<file path="config.mk">
export PLATFORM = sky130hd
export DESIGN_NAME = u2_exit_qual
export DESIGN_NICKNAME = d
export VERILOG_FILES = /design/src/rtl/u2x_pkg.sv /design/src/rtl/u2x_sync.sv /design/src/rtl/u2x_burst_track.sv /design/src/rtl/u2x_dwell_cnt.sv /design/src/rtl/u2_exit_qual.sv
export SDC_FILE = /design/constraint.sdc
export NUM_CORES = 1
export LEC_CHECK = 0
export BUFFER_PORTS_ARGS = -buffer_cell sky130_fd_sc_hd__clkbuf_2
export CORE_ASPECT_RATIO = 0.7
export CORE_UTILIZATION = 40
export DETAILED_ROUTE_END_ITERATION = 10
export PLACE_DENSITY = 0.58
export RECOVER_POWER = 100
export SYNTH_ARGS = -nofsm -noshare
export SYNTH_HDL_FRONTEND = slang
export SYNTH_SLANG_ARGS = --single-unit
</file>
<file path="constraint.sdc">
create_clock -name clk_i -period 1.8 [get_ports clk_i]
set_clock_uncertainty 0.05 [all_clocks]
set_input_delay 0.09 -clock clk_i [delete_from_list [all_inputs] [get_ports clk_i]]
set_output_delay 0.09 -clock clk_i [all_outputs]
set_load 0.1 [all_outputs]
</file>
<file path="src/rtl/u2x_pkg.sv">
`timescale 1ns/1ps
package u2x_pkg;

  typedef enum logic {
    FILT_SHORT = 1'b0,
    FILT_LONG  = 1'b1
  } filt_mode_e;

  // Duration in ns to clock cycles, rounded up.
  function automatic int unsigned cycles_for(input int unsigned dur_ns,
                                             input int unsigned period_ps);
    return (dur_ns * 1000 + period_ps - 1) / period_ps;
  endfunction

endpackage

</file>
<file path="src/rtl/u2x_sync.sv">
`timescale 1ns/1ps
module u2x_sync #(
  parameter int unsigned STAGES = 2
) (
  input  logic clk_i,
  input  logic rst_ni,
  input  logic d_i,
  output logic q_o
);

  if (STAGES == 0) begin : g_bypass
    assign q_o = d_i;
  end else begin : g_chain
    logic [STAGES-1:0] ff_q;
    always_ff @(posedge clk_i or negedge rst_ni) begin
      if (!rst_ni) ff_q <= '0;
      else begin
        ff_q[0] <= d_i;
        for (int i = 1; i < STAGES; i++) ff_q[i] <= ff_q[i-1];
      end
    end
    assign q_o = ff_q[STAGES-1];
  end

endmodule

</file>
<file path="src/rtl/u2x_burst_track.sv">
`timescale 1ns/1ps
module u2x_burst_track
  import u2x_pkg::*;
(
  input  logic       clk_i,
  input  logic       rst_ni,
  input  logic       lfps_s_i,
  input  logic       in_u2_i,
  input  filt_mode_e mode_i,
  output logic       active_o,
  output filt_mode_e mode_o
);

  logic       run_q;
  logic       start;
  filt_mode_e mode_q;

  assign active_o = lfps_s_i & in_u2_i;
  assign start    = active_o & ~run_q;

  always_ff @(posedge clk_i or negedge rst_ni) begin
    if (!rst_ni) begin
      run_q  <= 1'b0;
      mode_q <= FILT_SHORT;
    end else begin
      run_q <= active_o;
      if (start) mode_q <= mode_i;
    end
  end

  // Settled mode used during a running burst; the first cycle is below any threshold.
  assign mode_o = mode_q;


  mode_held_chk: assert property (@(posedge clk_i) disable iff (!rst_ni)
    (run_q && active_o) |=> $stable(mode_q));

endmodule

</file>
<file path="src/rtl/u2x_dwell_cnt.sv">
`timescale 1ns/1ps
module u2x_dwell_cnt
  import u2x_pkg::*;
#(
  parameter int unsigned SHORT_CYC = 50,
  parameter int unsigned LONG_CYC  = 1600,
  parameter int unsigned CNT_W     = 11
) (
  input  logic       clk_i,
  input  logic       rst_ni,
  input  logic       active_i,
  input  logic       lfps_s_i,
  input  filt_mode_e mode_i,
  output logic       fire_o
);

  localparam logic [CNT_W-1:0] SHORT_LAST = CNT_W'(SHORT_CYC - 1);
  localparam logic [CNT_W-1:0] LONG_LAST  = CNT_W'(LONG_CYC - 1);

  logic [CNT_W-1:0] cnt_q;
  logic             done_q;
  logic [CNT_W-1:0] last;

  assign last   = (mode_i == FILT_LONG) ? LONG_LAST : SHORT_LAST;
  assign fire_o = active_i & ~done_q & (cnt_q == last);

  always_ff @(posedge clk_i or negedge rst_ni) begin
    if (!rst_ni) cnt_q <= '0;
    else if (!active_i) cnt_q <= '0;
    else if (!done_q) cnt_q <= cnt_q + CNT_W'(1);
  end

  // Re-arm only after LFPS itself drops.
  always_ff @(posedge clk_i or negedge rst_ni) begin
    if (!rst_ni) done_q <= 1'b0;
    else if (!lfps_s_i) done_q <= 1'b0;
    else if (fire_o) done_q <= 1'b1;
  end


  gap_clears_chk: assert property (@(posedge clk_i) disable iff (!rst_ni)
    !active_i |=> (cnt_q == '0));


  one_shot_chk: assert property (@(posedge clk_i) disable iff (!rst_ni)
    fire_o |=> (done_q || !lfps_s_i));


  cnt_bound_chk: assert property (@(posedge clk_i) disable iff (!rst_ni)
    cnt_q <= CNT_W'(LONG_CYC));

endmodule

</file>
<file path="src/rtl/u2_exit_qual.sv">
`timescale 1ns/1ps
module u2_exit_qual
  import u2x_pkg::*;
#(
  parameter int unsigned CLK_PERIOD_PS = 5000,
  parameter int unsigned SHORT_NS      = 248,
  parameter int unsigned LONG_NS       = 8000,
  parameter int unsigned SYNC_STAGES   = 2
) (
  input  logic clk_i,
  input  logic rst_ni,
  input  logic lfps_det_i,
  input  logic in_u2_i,
  input  logic long_filt_i,
  output logic u2_exit_o
);

  localparam int unsigned SHORT_CYC = cycles_for(SHORT_NS, CLK_PERIOD_PS);
  localparam int unsigned LONG_CYC  = cycles_for(LONG_NS, CLK_PERIOD_PS);
  localparam int unsigned MAX_CYC   = (LONG_CYC > SHORT_CYC) ? LONG_CYC : SHORT_CYC;
  localparam int unsigned CNT_W     = $clog2(MAX_CYC + 1);

  logic       lfps_s;
  logic       active;
  logic       fire;
  filt_mode_e burst_mode;
  logic       exit_q;

  u2x_sync #(.STAGES(SYNC_STAGES)) i_sync (
    .clk_i  (clk_i),
    .rst_ni (rst_ni),
    .d_i    (lfps_det_i),
    .q_o    (lfps_s)
  );

  u2x_burst_track i_track (
    .clk_i    (clk_i),
    .rst_ni   (rst_ni),
    .lfps_s_i (lfps_s),
    .in_u2_i  (in_u2_i),
    .mode_i   (filt_mode_e'(long_filt_i)),
    .active_o (active),
    .mode_o   (burst_mode)
  );

  u2x_dwell_cnt #(
    .SHORT_CYC (SHORT_CYC),
    .LONG_CYC  (MAX_CYC),
    .CNT_W     (CNT_W)
  ) i_cnt (
    .clk_i    (clk_i),
    .rst_ni   (rst_ni),
    .active_i (active),
    .lfps_s_i (lfps_s),
    .mode_i   (burst_mode),
    .fire_o   (fire)
  );

  always_ff @(posedge clk_i or negedge rst_ni) begin
    if (!rst_ni) exit_q <= 1'b0;
    else exit_q <= fire;
  end

  assign u2_exit_o = exit_q;


  pulse_width_chk: assert property (@(posedge clk_i) disable iff (!rst_ni)
    u2_exit_o |=> !u2_exit_o);


  exit_in_u2_chk: assert property (@(posedge clk_i) disable iff (!rst_ni)
    $rose(u2_exit_o) |-> $past(in_u2_i, 2));


  exit_needs_lfps_chk: assert property (@(posedge clk_i) disable iff (!rst_ni)
    $rose(u2_exit_o) |-> $past(lfps_s, 2));

endmodule

</file>
==> results.sh, run 1 <==
export IMPL_outcome="finished clean"
export IMPL_number_of_flops_mapped_to_enable_cells_by_yosys=0
export IMPL_clk_transition_reported_paths_ps=110
export IMPL_hpwl_um=1040
export IMPL_max_slew_violations=0
export IMPL_routedWlPerCell_um=14.5
export IMPL_post_route_core_utilization=0.484
export IMPL_endpoint_kind="register"
export IMPL_required_ps=1970
export IMPL_global_route_overflow_total=0
export IMPL_seq_area_frac_synth=0.538
export IMPL_placement_io_buffers=5
export IMPL_yosysMostFrequentCell="dfrtp_1"
export IMPL_max_slew_worst_pin_slew_ps=908
export IMPL_power_per_cell_area_nw_per_um2=718
export IMPL_pre_cts_setup_slack_ps=309
export IMPL_critical_path_slowest_cell="or4_1"
export IMPL_ioPinCount=6
export IMPL_place_area_um2=846
export IMPL_fraction_of_final_layout_cells_sized_beyond_drive_strength_1=0.176
export IMPL_floorplan_initialDensity=0.426
export IMPL_final_area_um2=898
export IMPL_antennaDiodeCount=0
export IMPL_detail_route_iter0_violations=40
export IMPL_largest_net_degree_at_the_start_of_global_routing=18
export IMPL_chipHeight_um=39.2
export IMPL_numPlacedInstances=100
export IMPL_synth_area_leader_cell="dfrtp_1"
export IMPL_ys_top_cells_by_area="dfrtp_1 (54%), a21oi_1 (3.8%), nand4_1 (3.2%)"
export IMPL_synth_fp_nets=80
export IMPL_cts_max_level=1
export IMPL_ys_warn_count=0
export IMPL_final_worst_path_cycle_share=0.843
export IMPL_power_uw=645
export IMPL_antenna_left=0
export IMPL_fp_coreArea_um2=1850
export IMPL_rsz0062_at_grt="no"
export IMPL_worst_hold_path_type="in2reg"
export IMPL_timing_final_setup_violations=0
export IMPL_clk_insertion_delay_late_ps=290
export IMPL_netlist_area_um2=791
export IMPL_final_hold_worst_slack_ps=39.2
export IMPL_dr_pass1_iters=4
export IMPL_hold_violations=0
export IMPL_synthDistinctLibCells=27
export IMPL_layout_cells_non_filler=107
export IMPL_routed_via_density=5.70
export IMPL_finalWorstSetupSlack_ps=283
export IMPL_power_static_leakage_nw=0.401
export IMPL_ctsLongestPathBuffers=2
export IMPL_max_freq_mhz=659
export IMPL_die_w_um=55.1
export IMPL_number_of_antenna_violations_at_the_first_check_in_global_routing=0
export IMPL_path_cells="nand4b_4 -> or4_1 -> a21oi_1"
export IMPL_cts_inserted_buffers=3
export IMPL_track_usage=0.194
export IMPL_first_global_vias=603
export IMPL_routabilityCongestion=0.792
export IMPL_timing_critical_path_arrival_ps=1690
export IMPL_tritoncts="yes"
export IMPL_ys_seq_elements=17
export IMPL_setup_total_negative_slack_ps=0
export IMPL_synthTopCellsByCount="dfrtp_1 (17), a21oi_1 (6), nand2_1 (6), nor2_1 (6)"
export IMPL_final_min_clock_period_ps=1520
export IMPL_path_type_of_the_worst_setup_path="reg2reg"
export IMPL_critPathTopFamily="simple AND/OR/NAND/NOR gates"
export IMPL_drt_wl_total_um=1550
export IMPL_cts_repair_timing_setup_buffer_count=0
export IMPL_slew_headroom=0.395
export IMPL_drc_errors=0
export IMPL_vdd_drop_max_uv=815
export IMPL_synth_top_area_share=0.538
export IMPL_cp_slowest_stage_delay_ps=530
export IMPL_critPathBufInv=0
export IMPL_area_grow_syn2layout_pct=13.6
export IMPL_asyncSetResetFlopFracSynth=1.00
export IMPL_synth_cells=74
export IMPL_detailroute_via_count=610
export IMPL_die_area_um2=2160
export IMPL_clkSinkCount=17
export IMPL_crit_path_start_kind="register"
export IMPL_core_rowCount=13
export IMPL_avgSynthCellArea_um2=10.7
export IMPL_drv_max_cap_violation_count=0
export IMPL_wire_length_of_the_first_global_routing_pass_um=2740
export IMPL_layout_nets=92
export IMPL_cts_root_buf="clkbuf_4"
export IMPL_worstPathMaxFanout=10
export IMPL_synth_ff_type="dfrtp_1"
-- worst min-delay path: cells and delay by family --
kind                   cells  cell delay [ps]
buffers and inverters      2              170
and+or+nand+nor            1               90
-- cell families after synthesis --
kind of cell / synth area share
simple gates: 0.240
flops: 0.538
compound gates: 0.125
buf+inv: 0.0206
xor+xnor: 0.0332
mux: 0.0269
fa+ha+maj: 0.0158
-- final timing paths --
path                       slack (ps)  cells after the start                     end              startpoint
max in group asynchronous         760                      2          i_cnt.cnt_q[3]                  rst_ni
hold / removal                     40                      3           i_track.run_q                 in_u2_i
min in group asynchronous         380                      2          i_cnt.cnt_q[7]                  rst_ni
setup / recovery                  280                      3          i_cnt.cnt_q[8]          i_cnt.cnt_q[3]
setup reg to reg                  280                      3          i_cnt.cnt_q[8]          i_cnt.cnt_q[3]
hold reg to reg                   320                      0  i_sync.g_chain.ff_q[1]  i_sync.g_chain.ff_q[0]
-- cells in the final DEF, fill, tap and decap left out, drive strengths merged, types with 3 or more instances in the layout --
cell,Yosys,final
dlygate4sd3,0,3
nor2,6,6
nand4,4,4
or3,3,3
dfrtp,17,17
a21oi,6,6
clkbuf,2,9
or4,3,3
nand2,6,6
o31ai,3,3
o21ai,4,4
-- routing by layer --
metal	up-vias	global-route usage	part of all wire
li1	299	-	-
met1	292	0.249	0.51
met2	17	0.295	0.42
met3	2	0.0824	0.060
met4	0	0.0563	0.0097
met5	-	0	0
-- report_power, final --
part | switching, mW | total [mW] | internal [mW] | leakage, nW
Combinational | 0.0216 | 0.0398 | 0.0182 | 0.154
Clock | 0.123 | 0.206 | 0.0827 | 0.0177
Sequential | 0.00756 | 0.399 | 0.391 | 0.229
Total | 0.153 | 0.645 | 0.492 | 0.401
-- final cells by class --
class	instances	area (µm²)
clock inverters	1	5.00
inverters	1	3.75
well taps	22	27.5
repair buffers	10	65.1
clock buffers	3	22.5
multi-input cells	53	349
fillers	187	956
flip-flops and latches	17	425
-- sequential cells by signal, summed over array words and instances (netlist names) --
name,flops
i_cnt.done_q,1
i_track.run_q,1
i_cnt.cnt_q,11
u2_exit_o,1
i_track.mode_o,1
i_sync.g_chain.ff_q,2
-- repair_timing --
action / in CTS / in global routing
hold buffers: 3 / 0
resized for setup: 0 / 0
hold endpoints to repair: 19 / 0
Note: power is estimated with default switching activity, not from simulation.
==> run 2, diff against run 1 <==
- clock period: 1.8 -> 1.43 ns (I/O delays scaled with it)
==> results.sh, run 2 (synthesis gave the netlist of run 1 again) <==
export IMPL_outcome="finished with violations"
export IMPL_violations_in_the_final_reports="setup timing"
export IMPL_clk_insertion_delay_late_ps=290
export IMPL_rsz0062_at_grt="yes"
export IMPL_first_global_vias=626
export IMPL_netSwitchingPower_uw=191
export IMPL_power_static_leakage_nw=0.477
export IMPL_clk_transition_reported_paths_ps=100
export IMPL_largest_reg_flops=11
export IMPL_most_used_cells_in_the_layout_excluding_fill_and_tap_cells="dfrtp_1 (14), buf_4 (9), nor2_1 (6), nand2_1 (5)"
export IMPL_max_freq_mhz=696
export IMPL_detail_route_iter0_violations=10
export IMPL_core_rowCount=13
export IMPL_pre_cts_setup_slack_ps=6.00
export IMPL_final_min_clock_period_ps=1440
export IMPL_hold_violations=0
export IMPL_cts_inserted_buffers=3
export IMPL_timing_critical_path_arrival_ps=1610
export IMPL_hold_depth=3
export IMPL_power_per_cell_area_nw_per_um2=781
export IMPL_power_share_clock=0.312
export IMPL_registers_top_by_ff_count="i_cnt.cnt_q"
export IMPL_area_grow_syn2layout_pct=32.3
export IMPL_die_area_um2=2160
export IMPL_finalWorstSetupSlack_ps=-6.26
export IMPL_largest_net_degree_at_the_start_of_global_routing=18
export IMPL_routedWlPerCell_um=14.5
export IMPL_antenna_left=0
export IMPL_worst_hold_path_type="in2reg"
export IMPL_ioPinCount=6
export IMPL_critPathTopFamily="simple AND/OR/NAND/NOR gates"
export IMPL_detailroute_via_count=642
export IMPL_required_ps=1600
export IMPL_routed_via_density=5.44
export IMPL_routabilityCongestion=0.785
export IMPL_path_cells="nand4b_4 -> or4_4 -> a21oi_2"
export IMPL_layout_cells_non_filler=118
export IMPL_final_common_cell="dfrtp_1"
export IMPL_path_type_of_the_worst_setup_path="reg2reg"
export IMPL_worstPathMaxFanout=5
export IMPL_slew_headroom=0.415
export IMPL_drt_wl_total_um=1710
export IMPL_hpwl_um=1080
export IMPL_max_slew_worst_pin_slew_ps=878
export IMPL_placement_io_buffers=5
export IMPL_antennaDiodeCount=0
export IMPL_final_worst_path_cycle_share=1.00
export IMPL_layout_nets=103
export IMPL_endpoint_kind="register"
export IMPL_comb_power_share=0.074
export IMPL_cts_max_level=1
export IMPL_vdd_drop_max_uv=781
export IMPL_numPlacedInstances=108
export IMPL_fraction_of_final_layout_cells_sized_beyond_drive_strength_1=0.396
export IMPL_timing_final_setup_violations=1
export IMPL_post_route_core_utilization=0.564
export IMPL_dr_pass1_iters=4
export IMPL_number_of_antenna_violations_at_the_first_check_in_global_routing=0
export IMPL_drv_max_cap_violation_count=0
export IMPL_power_sequential_fraction=0.614
export IMPL_die_w_um=55.1
export IMPL_cp_slowest_stage_delay_ps=540
export IMPL_final_hold_worst_slack_ps=39.6
export IMPL_cts_root_buf="clkbuf_4"
export IMPL_drc_errors=0
export IMPL_ctsLongestPathBuffers=2
export IMPL_critPathBufInv=0
export IMPL_cell_internal_pwr_uw=626
export IMPL_tritoncts="yes"
export IMPL_clkSinkCount=17
export IMPL_power_uw=817
export IMPL_chipHeight_um=39.2
export IMPL_worst_r2r_path_depth=3
export IMPL_timing_critical_path_depth=3
export IMPL_max_slew_violations=0
export IMPL_sw_frac_of_total=0.234
export IMPL_floorplan_initialDensity=0.426
export IMPL_wire_length_of_the_first_global_routing_pass_um=2760
export IMPL_fp_coreArea_um2=1850
export IMPL_biggestRegsByFlops="i_cnt.cnt_q x11, i_sync.g_chain.ff_q x2"
export IMPL_crit_path_start_kind="register"
export IMPL_track_usage=0.195
export IMPL_global_route_overflow_total=0
export IMPL_critical_path_slowest_cell="or4_4"
[run 2: metrics by stage]
stage | setup TNS [ps] | cell area [µm²]
floorplan | 0 | 791
global placement | 0 | 906
detailed placement | 0 | 906
CTS | 0 | 966
global route | -286 | 1050
finish | -6.26 | 1050
[run 2: area by class of cell]
cell class,count,area (µm²)
multi-input cells,54,403
well taps,22,27.5
flip-flops and latches,17,429
repair buffers,20,155
inverters,1,3.75
clock buffers,3,22.5
fillers,178,808
clock inverters,1,5.00
[run 2: final timing paths]
check                                            start                     end  slack [ps]
worst max register to register            i_cnt.done_q          i_cnt.cnt_q[9]          -6
max in group asynchronous                       rst_ni          i_cnt.cnt_q[3]         380
worst max-delay path                      i_cnt.done_q          i_cnt.cnt_q[9]          -6
worst min register to register  i_sync.g_chain.ff_q[0]  i_sync.g_chain.ff_q[1]         310
min in group asynchronous                       rst_ni          i_track.mode_o         350
worst min-delay path                           in_u2_i          i_cnt.cnt_q[1]          40
[run 2: layer usage]
| layer | routed length, µm | GRT usage | up-vias |
|---|---|---|---|
| met1 | 845 | 0.257 | 304 |
| met5 | 0 | 0 | - |
| met2 | 774 | 0.298 | 12 |
| met4 | 31 | 0.0375 | 0 |
| li1 | - | - | 322 |
| met3 | 60 | 0.0824 | 4 |
[run 2: power by group through the flow]
stage	sequential, mW	combinational, mW	clock (mW)
after floorplan	0.509	0.0239	0
after global placement	0.508	0.0508	0
after detailed placement	0.509	0.0519	0
after CTS	0.499	0.0584	0.260
after global routing	0.503	0.0708	0.291
final	0.502	0.0607	0.255
[run 2: timing repair]
item,CTS,global route
endpoints found under the setup margin,2,8
pin swaps,0,4
gates cloned,0,1
resized for setup,2,13
hold buffers,3,0
endpoints found under the hold margin,19,0
buffers inserted,0,2
[run 2: worst register-to-register path, cell delays in order (launching register included)]
cell and delay (ps):
dfrtp_1 410, nand4b_4 210, or4_4 540, a21oi_2 150
